<file path="config.mk">
export PLATFORM = sky130hd
export DESIGN_NAME = blkseq_source
export DESIGN_NICKNAME = d
export VERILOG_FILES = /design/src/rtl/blkseq_pkg.sv /design/src/rtl/blkseq_regs.sv /design/src/rtl/blkseq_sync.sv /design/src/rtl/blkseq_framer.sv /design/src/rtl/blkseq_source.sv
export SDC_FILE = /design/constraint.sdc
export NUM_CORES = 1
export LEC_CHECK = 0
export BUFFER_PORTS_ARGS = -buffer_cell sky130_fd_sc_hd__buf_2
export CAP_MARGIN = 0
export CORE_ASPECT_RATIO = 0.8
export CORE_MARGIN = 10
export CORE_UTILIZATION = 56
export DETAILED_ROUTE_END_ITERATION = 8
export GPL_ROUTABILITY_DRIVEN = 0
export PLACE_DENSITY = 0.87
export SYNTH_ARGS = -nofsm -noshare
export SYNTH_HDL_FRONTEND = slang
export SYNTH_SLANG_ARGS = --single-unit
</file>
<file path="constraint.sdc">
create_clock -name clk -period 5.1 [get_ports clk]
set_clock_uncertainty 0.2 [all_clocks]
set_input_delay 0 -clock clk [delete_from_list [all_inputs] [get_ports clk]]
set_output_delay 0 -clock clk [all_outputs]
set_load 0.1 [all_outputs]
</file>
<file path="src/rtl/blkseq_pkg.sv">
package blkseq_pkg;
   localparam int REG_DW = 32;
   localparam int REG_AW = 2;
   // Register word select values
   localparam logic [REG_AW-1:0] ADR_CTRL    = 2'd0;
   localparam logic [REG_AW-1:0] ADR_PERIOD  = 2'd1;
   localparam logic [REG_AW-1:0] ADR_START_L = 2'd2;
   localparam logic [REG_AW-1:0] ADR_START_H = 2'd3;
   // Control word bit positions
   localparam int CTRL_EN  = 0;
   localparam int CTRL_ARM = 1;
endpackage

</file>
<file path="src/rtl/blkseq_regs.sv">
module blkseq_regs
   import blkseq_pkg::*;
#(
   parameter int BSN_W           = 48,
   parameter int BLOCKS_PER_SYNC = 48
) (
   input  logic              clk,
   input  logic              rst,
   input  logic              wr,
   input  logic              rd,
   input  logic [REG_AW-1:0] addr,
   input  logic [REG_DW-1:0] wdata,
   output logic [REG_DW-1:0] rdata,
   output logic              rdvalid,
   input  logic              consume,
   output logic              en,
   output logic              armed,
   output logic [BSN_W-1:0]  start_bsn
);
   localparam int HI_W = BSN_W - REG_DW;

   logic [REG_DW-1:0] rd_mux;

   always_comb begin
      rd_mux = '0;
      case (addr)
         ADR_CTRL: begin
            rd_mux[CTRL_EN]  = en;
            rd_mux[CTRL_ARM] = armed;
         end
         ADR_PERIOD:  rd_mux = REG_DW'(BLOCKS_PER_SYNC);
         ADR_START_L: rd_mux = start_bsn[REG_DW-1:0];
         ADR_START_H: rd_mux[HI_W-1:0] = start_bsn[BSN_W-1:REG_DW];
         default:     rd_mux = '0;
      endcase
   end

   always_ff @(posedge clk) begin
      if (rst) begin
         en        <= 1'b0;
         armed     <= 1'b0;
         start_bsn <= '0;
         rdata     <= '0;
         rdvalid   <= 1'b0;
      end else begin
         rdvalid <= rd;
         if (rd) rdata <= rd_mux;
         if (consume) armed <= 1'b0;
         if (wr) begin
            case (addr)
               ADR_CTRL: begin
                  en <= wdata[CTRL_EN];
                  if (wdata[CTRL_ARM]) armed <= 1'b1;
               end
               ADR_START_L: start_bsn[REG_DW-1:0]     <= wdata;
               ADR_START_H: start_bsn[BSN_W-1:REG_DW] <= wdata[HI_W-1:0];
               default: ;
            endcase
         end
      end
   end
endmodule

</file>
<file path="src/rtl/blkseq_sync.sv">
module blkseq_sync #(
   parameter int W      = 2,
   parameter int STAGES = 2
) (
   input  logic         clk,
   input  logic         rst,
   input  logic [W-1:0] d,
   output logic [W-1:0] q
);
   generate
      if (STAGES == 0) begin : g_direct
         assign q = d;
      end else begin : g_chain
         logic [STAGES-1:0][W-1:0] pipe;
         always_ff @(posedge clk) begin
            if (rst) pipe <= '0;
            else begin
               pipe[0] <= d;
               for (int i = 1; i < STAGES; i++) pipe[i] <= pipe[i-1];
            end
         end
         assign q = pipe[STAGES-1];
      end
   endgenerate
endmodule

</file>
<file path="src/rtl/blkseq_framer.sv">
module blkseq_framer #(
   parameter int BSN_W             = 48,
   parameter int SAMPLES_PER_BLOCK = 1024,
   parameter int BLOCKS_PER_SYNC   = 48
) (
   input  logic             clk,
   input  logic             rst,
   input  logic             en_s,
   input  logic             armed_s,
   input  logic             pps,
   input  logic [BSN_W-1:0] start_bsn,
   output logic             consume,
   output logic             valid,
   output logic             sop,
   output logic             eop,
   output logic             sync,
   output logic [BSN_W-1:0] bsn
);
   localparam int SW = $clog2(SAMPLES_PER_BLOCK);
   localparam int BW = (BLOCKS_PER_SYNC > 1) ? $clog2(BLOCKS_PER_SYNC) : 1;
   localparam logic [SW-1:0] SMP_LAST = SW'(SAMPLES_PER_BLOCK - 1);
   localparam logic [BW-1:0] BLK_LAST = BW'(BLOCKS_PER_SYNC - 1);

   logic          run;
   logic [SW-1:0] smp;
   logic [BW-1:0] blk;
   logic          ack_wait;

   // Restart is taken once per armed request; ack_wait masks the
   // synchroniser lag of the cleared armed flag.
   assign consume = armed_s & en_s & pps & ~ack_wait;

   always_ff @(posedge clk) begin
      if (rst) begin
         run      <= 1'b0;
         smp      <= '0;
         blk      <= '0;
         bsn      <= '0;
         ack_wait <= 1'b0;
      end else begin
         if (consume)       ack_wait <= 1'b1;
         else if (!armed_s) ack_wait <= 1'b0;

         if (consume) begin
            run <= 1'b1;
            smp <= '0;
            blk <= '0;
            bsn <= start_bsn;
         end else if (run) begin
            if (smp == SMP_LAST) begin
               smp <= '0;
               if (en_s) begin
                  blk <= (blk == BLK_LAST) ? '0 : blk + 1'b1;
                  bsn <= bsn + 1'b1;
               end else begin
                  run <= 1'b0;
               end
            end else begin
               smp <= smp + 1'b1;
            end
         end else if (en_s && !armed_s) begin
            run <= 1'b1;
            smp <= '0;
            blk <= '0;
            bsn <= start_bsn;
         end
      end
   end

   assign valid = run;
   assign sop   = run && (smp == '0);
   assign eop   = run && (smp == SMP_LAST);
   assign sync  = sop && (blk == '0);
endmodule

</file>
<file path="src/rtl/blkseq_source.sv">
module blkseq_source
   import blkseq_pkg::*;
#(
   parameter int BSN_W             = 48,
   parameter int SAMPLES_PER_BLOCK = 1024,
   parameter int BLOCKS_PER_SYNC   = 48,
   parameter int SYNC_STAGES       = 2
) (
   input  logic             clk,
   input  logic             rst,
   input  logic             reg_wr,
   input  logic             reg_rd,
   input  logic [1:0]       reg_addr,
   input  logic [31:0]      reg_wdata,
   output logic [31:0]      reg_rdata,
   output logic             reg_rdvalid,
   input  logic             pps,
   output logic             out_valid,
   output logic             out_sop,
   output logic             out_eop,
   output logic             out_sync,
   output logic [BSN_W-1:0] out_bsn
);
   generate
      if (BSN_W <= REG_DW || BSN_W > 2*REG_DW) begin : g_bad_bsn
         $error("BSN_W must lie in 33..64");
      end
      if (SAMPLES_PER_BLOCK < 2) begin : g_bad_spb
         $error("SAMPLES_PER_BLOCK must be at least 2");
      end
      if (BLOCKS_PER_SYNC < 1) begin : g_bad_bps
         $error("BLOCKS_PER_SYNC must be at least 1");
      end
      if (SYNC_STAGES < 0) begin : g_bad_sync
         $error("SYNC_STAGES must not be negative");
      end
   endgenerate

   logic             en_r, armed_r, en_s, armed_s, consume;
   logic [BSN_W-1:0] start_bsn;

   blkseq_regs #(.BSN_W(BSN_W), .BLOCKS_PER_SYNC(BLOCKS_PER_SYNC)) u_regs (
      .clk(clk), .rst(rst), .wr(reg_wr), .rd(reg_rd), .addr(reg_addr),
      .wdata(reg_wdata), .rdata(reg_rdata), .rdvalid(reg_rdvalid),
      .consume(consume), .en(en_r), .armed(armed_r), .start_bsn(start_bsn)
   );

   // Enable and armed cross together so they can never disagree in the data path.
   blkseq_sync #(.W(2), .STAGES(SYNC_STAGES)) u_sync (
      .clk(clk), .rst(rst), .d({armed_r, en_r}), .q({armed_s, en_s})
   );

   blkseq_framer #(
      .BSN_W(BSN_W), .SAMPLES_PER_BLOCK(SAMPLES_PER_BLOCK),
      .BLOCKS_PER_SYNC(BLOCKS_PER_SYNC)
   ) u_framer (
      .clk(clk), .rst(rst), .en_s(en_s), .armed_s(armed_s), .pps(pps),
      .start_bsn(start_bsn), .consume(consume), .valid(out_valid),
      .sop(out_sop), .eop(out_eop), .sync(out_sync), .bsn(out_bsn)
   );
endmodule

</file>
==> results of run 1 <==
## worst max path at each step
stage | start | end | slack [ns] | depth (start not counted)
2_1_floorplan | u_framer.valid | u_framer.blk[1] | 0.18 | 4
3_3_place_gp | u_framer.bsn[0] | u_framer.bsn[28] | 2.17 | 7
3_5_place_dp | u_framer.bsn[0] | u_framer.bsn[28] | 2.06 | 7
4_1_cts | u_framer.bsn[0] | u_framer.bsn[28] | 2.06 | 7
5_1_grt | u_sync.q[0] | u_framer.bsn[11] | 1.78 | 7
6_report | u_framer.bsn[0] | u_framer.bsn[28] | 2.01 | 7
## worst register-to-register path: stages, from the launching register on
cell     delay, ns
dfxtp_1       0.43
ha_1          0.24
nand3_2       0.13
or4_4         0.56
nor4_4        0.81
nor2b_1       0.27
o22ai_1       0.09
a22o_1        0.25
## layer usage
metal	global-route usage, %	share of wire (%)
met1	34.41	42
met2	36.98	43
met3	8.040	12
met4	8.962	2.4
met5	0	0
## sequential cells by signal (all words and copies together), names as in the netlist
signal and flops:
u_regs.rdvalid 1, u_regs.en 1, u_regs.start_bsn 48, u_regs.rdata 32, u_framer.blk 6, u_framer.smp 10, u_sync.q 2, u_regs.armed 1
u_framer.valid 1, u_sync.g_chain.pipe 2, u_framer.bsn 48, u_framer.ack_wait 1
## cell usage after synthesis (7+ instances only)
master | n | share of area, %
a21o_1 | 10 | 1.0
nor4_1 | 8 | 0.69
dfxtp_1 | 153 | 42
nand4_1 | 20 | 1.7
inv_1 | 10 | 0.52
and4_1 | 8 | 0.97
a21oi_1 | 139 | 9.6
and3_1 | 18 | 1.6
a22oi_1 | 7 | 0.72
clkbuf_1 | 55 | 2.8
nand3_1 | 23 | 1.6
buf_2 | 10 | 0.69
a211oi_1 | 10 | 1.0
nor3_1 | 18 | 1.2
mux2_2 | 14 | 2.2
nor2b_1 | 35 | 3.0
o21ai_0 | 51 | 3.5
nand2_1 | 161 | 8.3
a31oi_1 | 15 | 1.3
nor2_1 | 98 | 5.1
## power by group
group          total (mW)  switching, mW  internal (mW)
Combinational       0.201          0.134         0.0666
Clock                1.24          0.544          0.696
Sequential           1.23         0.0206           1.21
## area by class of cell
cell class                 instances  area share, %
tap                              175          2.444
inverter                          10         0.4190
sequential                       153          34.19
timing repair buffer             181          13.13
clock inverter                    14          1.522
clock buffer                      18          4.902
multi-input combinational        717          43.39
## cells by family after synthesis
family / Yosys count / share of synthesized area, %
AOI/OAI and AO/OA: 269 / 21.54
xor gates and xnor gates: 5 / 0.6039
adders and majority gates: 5 / 0.8628
buffers and inverters: 77 / 4.262
DFF: 153 / 42.24
muxes: 18 / 2.726
and+or+nand+nor: 420 / 27.77
## metrics by stage
step           utilization, %  std cells
2_1_floorplan               -        947
3_3_place_gp            61.77       1187
3_5_place_dp            61.77       1187
4_1_cts                 70.11       1268
5_1_grt                 70.11       1268
6_report                70.11       1268
## repair_timing
action,in CTS,in global routing
setup buffers,0,0
resized for setup,0,0
hold endpoints to repair,88,0
setup endpoints to repair,0,0
hold buffers,49,0
==> metrics.txt, run 1 <==
final worst slack 2.007 ns; CP peak stage delay around 0.81 ns; CP max stage cell nor4_4; Place WS a little over 2 ns; Pwr Density 298.6 nW/um2; number of global-route vias before repair 7038; vias 7624; clk root buf clkbuf_16; antenna-violating nets left 0; most common cell after layout, fill and taps aside nand2_1; Worst-path clk slew 0.07 ns; chip width 147.2 um; Top Ports 124; DRT iter0 DRCs approximately 1200; Tmin final 3.093 ns; core box area about 13000 um2; net count after synthesis 991; remaining global-route overflow 0; Avg WL per Cell 18.47 um; total CTS buffers 17; TritonCTS clock tree yes; worst slew pin tran 1.186 ns; EDFF count, synth 0; drt drc 0; Setup-failing EPs final 0; Syn-to-layout area delta 23.55%; share of cells above drive strength 1 17.57%; Cell Rows 37; clk sinks 153; ys flop type dfxtp_1; die area between 15000 and 20000 um2; crit path DAT 3.22 ns; Mapped Area 7251 um2; HP Class in2reg; Synth Warn # 0; outcome finished, final reports clean; htree depth 4; Required @ worst endpoint 5.23 ns; area occupied by multi-input gates between 3000 and 4000 um2; CP Max Fanout 16; largest net degree at the start of global routing 75; relative slew slack 20.78%; Die Height roughly 120 um; register area 3063 um2; Buf/Inv on CP 0; CP cell instances ha_1 > nand3_2 > or4_4 > nor4_4 > nor2b_1 > o22ai_1 > a22o_1; type of the worst setup path reg2reg; Reg2Reg Capture Point u_framer.bsn[28]; FILL cells 994; LEAKAGE 3.578 nW; reg2reg start u_framer.bsn[0]; R2R setup slack 2.01 ns; most frequent cells in the layout nand2_1 (160), dfxtp_1 (153), a21oi_1 (139); RSZ-0062 raised after global routing false; Post-synth ARST share 0%; fmax 0.3233 GHz; worst skew pair latency 0.43 ns; DR pass1 iterations 8; number of I/O port buffers 123; pins over their slew limit 0; routed wire length 23.42 mm; period utilisation layout between 60% and 70%; first-pass GRT wire length 37.17 mm; Worst setup EP type register; worst hold path depth 4; Hold EP u_regs.rdata[5]; MaxCap Viol Count 0; gr usage total 25.27%; Final Cell Area ~9000 um2; post-route setup TNS 0 ns; Unique masters post-synth 60; flops & latches, synth 153; post-synthesis sequential area ratio 42.24%; Bufs on Longest Clock Path 2; initial antenna violation count 0; Via density 6.013; Mapped Cells 947; Mean Syn Cell Area 7.656 um2; hpwl dp 15.26 mm; r2r worst-path depth 7; Pwr Total 2.675 mW; post-placement cell area just under 8000 um2; crit start category register; Worst Hold Launch reg_addr[0]; diode count 0; nets@finish 1124; Initial Util 56.75%; worst vdd ir 0.2426 mV; Hold Slack 0.07987 ns; Hold Vio Cnt, Final 0; crit-path leading delay family simple AND/OR/NAND/NOR gates
(Power assumes the default switching activity.)
==> inputs of run 2 (changes only) <==
clock period = 3.2 ns   (was 5.1 ns; I/O delays follow)
==> run 2 against run 1 <==
  * Design area is 0.28% lower
  * Wire length is 0.48% higher
  * Sequential share of layout area is 0.12 points higher
  * Setup slack worse by 1.5 ns
  * Power is 59% higher
  * Sequential cell count stayed put
  * Worst hold slack better by 0.017 ns
  * Global-route usage hardly changed
  * Critical path type unchanged
  * Critical endpoint unchanged
==> metrics.txt, run 2 (synthesized netlist as in run 1, its figures left out) <==
outcome finished, final reports clean (unchanged); gr usage total 25.25% (was 25.27%); r2r worst-path depth 8 (was 7); final worst slack 0.5158 ns (was 2.007 ns); number of global-route vias before repair 6986 (was 7038); pins over their slew limit 0 (unchanged); Hold Vio Cnt, Final 0 (unchanged); HP Class in2reg (unchanged); Hold-fix buffers, CTS 39 (was 49); Reg2Reg Capture Point u_framer.bsn[28] (unchanged); Pwr Density 475.6 nW/um2 (was 298.6 nW/um2); worst slew pin tran 0.7406 ns (was 1.186 ns); crit path DAT 2.80 ns (was 3.22 ns); Place WS 0.5365 ns (was 2.064 ns); htree depth 4 (unchanged); diode count 0 (unchanged); most common cell after layout, fill and taps aside nand2_1 (unchanged); Final Util 69.92% (was 70.11%); Setup Buffers After CTS 0 (unchanged); worst hold path depth 4 (unchanged); clk root buf clkbuf_16 (unchanged); Syn-to-layout area delta 23.21% (was 23.55%); Crit. Startpoint u_framer.bsn[0] (unchanged); remaining global-route overflow 0 (unchanged); relative slew slack 50.10% (was 20.78%); CP max stage cell or4_4 (was nor4_4); most frequent cells in the layout nand2_1 (160), dfxtp_1 (151), a21oi_1 (139) (was nand2_1 (160), dfxtp_1 (153), a21oi_1 (139)); MaxCap Viol Count 0 (unchanged); area occupied by multi-input gates 3904 um2 (was 3887 um2); Top Ports 124 (unchanged); chip width 147.2 um (unchanged); drt drc 0 (unchanged); Die Height 121.8 um (unchanged); Bufs on Longest Clock Path 2 (unchanged); R2R setup slack 0.52 ns (was 2.01 ns); CP cell instances ha_1 > nand3_2 > or4_4 > nor4_4 > buf_4 > nor2b_1 > o22ai_1 > a22o_1 (was ha_1 > nand3_2 > or4_4 > nor4_4 > nor2b_1 > o22ai_1 > a22o_1); largest net degree at the start of global routing 60 (was 75); Tmin final 2.684 ns (was 3.093 ns); routed wire length 23.53 mm (was 23.42 mm); Worst setup EP type register (unchanged); Setup-failing EPs final 0 (unchanged); crit-path leading delay family simple AND/OR/NAND/NOR gates (unchanged); end of the critical path u_framer.bsn[28] (unchanged); LEAKAGE 3.561 nW (was 3.578 nW); clk sinks 153 (unchanged); antenna-violating nets left 0 (unchanged); Worst-path clk slew 0.07 ns (about the same); crit start category register (unchanged); TritonCTS clock tree yes (unchanged); DRT iter0 DRCs 1009 (was 1228); number of I/O port buffers 123 (unchanged); FILL cells 1031 (was 994); Required @ worst endpoint 3.32 ns (was 5.23 ns); DR pass1 iterations 5 (was 8); type of the worst setup path reg2reg (unchanged); vias 7662 (was 7624); reg2reg start u_framer.bsn[0] (unchanged); first-pass GRT wire length 37.03 mm (was 37.17 mm); initial antenna violation count 1 (was 0); hpwl dp 15.53 mm (was 15.26 mm); post-route setup TNS 0 ns (unchanged); CP peak stage delay 0.56 ns (was 0.81 ns); total CTS buffers 17 (unchanged); CP Max Fanout 16 (unchanged); Worst path depth 8 (was 7); Initial Util 56.75% (unchanged); nets@finish 1123 (was 1124); Buf/Inv on CP 1 (was 0); Cell Rows 37 (unchanged); period utilisation layout 83.88% (was 60.64%); worst vdd ir 0.4182 mV (was 0.2426 mV); die area 17930 um2 (unchanged); Via density 6.052 (was 6.013); worst skew pair latency 0.43 ns (about the same); core box area 12780 um2 (unchanged); fmax 0.3725 GHz (was 0.3233 GHz); Pwr Total 4.249 mW (was 2.675 mW); Avg WL per Cell 18.59 um (was 18.47 um); Top Registers u_framer.bsn x48, u_regs.start_bsn x48, u_regs.rdata x32 (unchanged); post-CTS resize count 0 (unchanged); share of cells above drive strength 1 18.70% (was 17.57%); RSZ-0062 raised after global routing false (unchanged); register area 3065 um2 (was 3063 um2)
run 2: cell type report:
class                   count  area share, %
well taps                 175          2.451
flip-flops and latches    153          34.31
inverters                  10         0.4202
clock inverters            14          1.555
clock buffers              17          4.762
multi-input cells         717          43.70
repair buffers            180          12.80
run 2: layer usage:
metal | part of all wire (%) | wire [um] | up-vias | global-route usage (%)
met3 | 12 | 2909 | 55 | 7.410
met1 | 41 | 9681 | 3530 | 34.06
li1 | - | - | 3606 | -
met2 | 44 | 10380 | 471 | 38.05
met5 | 0 | 0 | - | 0
met4 | 2.4 | 560 | 0 | 8.467
run 2: tightest hold or removal path: stages:
cell     delay, ns
buf_2         0.26
mux2_2        0.29
a21oi_1       0.06
nor2_1        0.08
run 2: per-stage QoR:
| stage | hold WS (ns) | cell area, um2 | std cells |
|---|---|---|---|
| 2_1_floorplan | -0.06404 | 7269 | 947 |
| 3_3_place_gp | 0.04331 | 7979 | 1196 |
| 3_5_place_dp | 0.04692 | 7979 | 1196 |
| 4_1_cts | 0.07431 | 8934 | 1266 |
| 5_1_grt | 0.1326 | 8934 | 1266 |
| 6_report | 0.09693 | 8934 | 1266 |
run 2: where the power goes:
part           leakage (nW)  switching [mW]  total (mW)  internal [mW]
clock network         0.275           0.873        1.96           1.09
logic                  2.05           0.215       0.320          0.104
registers              1.24          0.0333        1.97           1.94
total                  3.56            1.12        4.25           3.13
run 2: how the worst min path moves through the flow:
stage / start / endpoint / slack (ns)
floorplan: reg_wdata[5] / u_regs.start_bsn[37] / -0.06
global placement: reg_wdata[21] / u_regs.start_bsn[21] / 0.04
detailed placement: reg_wdata[28] / u_regs.start_bsn[28] / 0.05
CTS: reg_addr[0] / u_regs.rdata[11] / 0.07
global route: reg_addr[0] / u_regs.rdata[11] / 0.13
finish: reg_addr[0] / u_regs.rdata[11] / 0.1
==> inputs of run 3 (changes only) <==
clock period = 2.8 ns   (was 3.2 ns; I/O delays follow)
==> run 3 against run 2 <==
  * Final cell count is 0.24% higher
  * Die area did not move
  * Combinational power is 14% higher
  * First-iteration DRC count is 1.6% lower
  * Sequential share of layout area fell by 0.088 points
  * Sequential cell count is the same
  * Wire length down 2.8%
==> metrics.txt, run 3 (synthesized netlist as in run 1, its figures left out) <==
Required @ worst endpoint 2.91 ns (was 3.32 ns); r2r worst-path depth 8 (unchanged); R2R setup slack 0.22 ns (was 0.52 ns); remaining global-route overflow 0 (unchanged); worst hold path depth 4 (unchanged); relative slew slack 51.88% (was 50.10%); most frequent cells in the layout nand2_1 (160), a21oi_1 (139), dfxtp_1 (138) (was nand2_1 (160), dfxtp_1 (151), a21oi_1 (139)); CP cell instances ha_1 > nand3_1 > o31a_1 > o21a_1 > buf_4 > nand2_1 > a21oi_1 > or3_1 (was ha_1 > nand3_2 > or4_4 > nor4_4 > buf_4 > nor2b_1 > o22ai_1 > a22o_1); Die Height 121.8 um (unchanged); drt drc 0 (unchanged); Hold Vio Cnt, Final 0 (unchanged); post-CTS resize count 0 (unchanged); Top Ports 124 (unchanged); reg2reg start u_framer.smp[0] (was u_framer.bsn[0]); nets@finish 1125 (was 1123); chip width 147.2 um (unchanged); die area 17930 um2 (unchanged); total CTS buffers 17 (unchanged); worst vdd ir 0.4776 mV (was 0.4182 mV); worst skew pair latency 0.43 ns (about the same); crit start category register (unchanged); CP max stage cell o31a_1 (was or4_4); CP Max Fanout 53 (was 16); FILL cells 1006 (was 1031); worst slew pin tran 0.7218 ns (was 0.7406 ns); clk sinks 153 (unchanged); Setup-failing EPs final 0 (unchanged); largest net degree at the start of global routing 66 (was 60); number of I/O port buffers 123 (unchanged); core box area 12780 um2 (unchanged); Syn-to-layout area delta 24.38% (was 23.21%); Final Cell Area 9019 um2 (was 8934 um2); Pwr Density 545.0 nW/um2 (was 475.6 nW/um2); hpwl dp 15.40 mm (was 15.53 mm); Reg2Reg Capture Point u_framer.bsn[32] (was u_framer.bsn[28]); TritonCTS clock tree yes (unchanged); routed wire length 22.87 mm (was 23.53 mm); first-pass GRT wire length 36.49 mm (was 37.03 mm); share of cells above drive strength 1 20.13% (was 18.70%); DR pass1 iterations 5 (unchanged); post-placement cell area 8056 um2 (was 7979 um2); number of global-route vias before repair 6933 (was 6986); Cell Rows 37 (unchanged); RSZ-0062 raised after global routing false (unchanged); Initial Util 56.75% (unchanged); outcome finished, final reports clean (unchanged); CP peak stage delay 0.41 ns (was 0.56 ns); antenna-violating nets left 0 (unchanged); MaxCap Viol Count 0 (unchanged); Bufs on Longest Clock Path 2 (unchanged); Tmin final 2.582 ns (was 2.684 ns); Via density 5.925 (was 6.052); Avg WL per Cell 18.02 um (was 18.59 um); gr usage total 24.82% (was 25.25%); type of the worst setup path reg2reg (unchanged); Hold EP u_regs.rdata[5] (was u_regs.rdata[11]); LEAKAGE 3.592 nW (was 3.561 nW); Worst Hold Launch reg_addr[0] (unchanged); crit path DAT 2.69 ns (was 2.80 ns); Worst-path clk slew 0.06 ns (was 0.07 ns); HP Class in2reg (unchanged); most common cell after layout, fill and taps aside nand2_1 (unchanged); Worst setup EP type register (unchanged); Pwr Total 4.915 mW (was 4.249 mW); post-route setup TNS 0 ns (unchanged); clk root buf clkbuf_16 (unchanged); period utilisation layout 92.21% (was 83.88%); initial antenna violation count 0 (was 1); Buf/Inv on CP 1 (unchanged); Top Registers u_framer.bsn x48, u_regs.start_bsn x48, u_regs.rdata x32 (unchanged); vias 7519 (was 7662); fmax 0.3873 GHz (was 0.3725 GHz); DRT iter0 DRCs 993 (was 1009); htree depth 4 (unchanged); crit-path leading delay family simple AND/OR/NAND/NOR gates (unchanged); pins over their slew limit 0 (unchanged)
[run 3: layer usage]
layer	global-route usage, %	up-vias	wire, um
met5	0	-	0
met4	7.478	0	488
met3	8.003	42	2565
met2	36.64	399	9713
met1	33.98	3472	10100
li1	-	3606	-
[run 3: worst max-delay path by stage]
stage	from	end	cells after the start
2_1_floorplan	u_framer.bsn[6]	u_framer.bsn[32]	6
3_3_place_gp	u_framer.bsn[0]	u_framer.bsn[46]	8
3_5_place_dp	u_framer.bsn[0]	u_framer.bsn[46]	8
4_1_cts	u_framer.bsn[0]	u_framer.bsn[46]	8
5_1_grt	u_framer.smp[0]	u_framer.bsn[32]	8
6_report	u_framer.smp[0]	u_framer.bsn[32]	8
[run 3: timing repair]
item,4_1_cts,5_1_grt
endpoints found under the hold margin,76,0
setup buffers,0,0
setup endpoints to repair,0,3
hold buffers,37,0
[run 3: worst register-to-register path: cells and delay by family, from the launching register on]
kind,cells,cell delay [ns]
and+or+nand+nor,3,0.70
buffers and inverters,1,0.29
adders and majority gates,1,0.22
AOI/OAI and AO/OA,3,0.68
DFF,1,0.38
[run 3: layout make-up]
cell class	instances	area (um2)	share of cell area, %
clock buffers	22	474.2	5.258
multi-input cells	717	3905	43.30
flip-flops and latches	153	3087	34.23
inverters	10	37.54	0.4162
well taps	175	219.0	2.428
clock inverters	9	115.1	1.276
repair buffers	182	1179	13.07
diodes	1	2.502	0.02775
[run 3: where the power goes]
part           leakage, nW  internal [mW]  switching (mW)
registers             1.25           2.21          0.0374
logic                 2.06          0.121           0.243
clock network        0.283           1.39           0.918
[run 3: metrics by stage]
stage,hold WS [ns],util (%),setup WS [ns],cells
2_1_floorplan,-0.06404,-,0.02804,947
3_3_place_gp,0.04398,63.05,0.2283,1200
3_5_place_dp,0.05246,63.05,0.1870,1200
4_1_cts,0.06092,70.56,0.1708,1268
5_1_grt,0.1586,70.56,0.007322,1268
6_report,0.08958,70.58,0.2183,1269
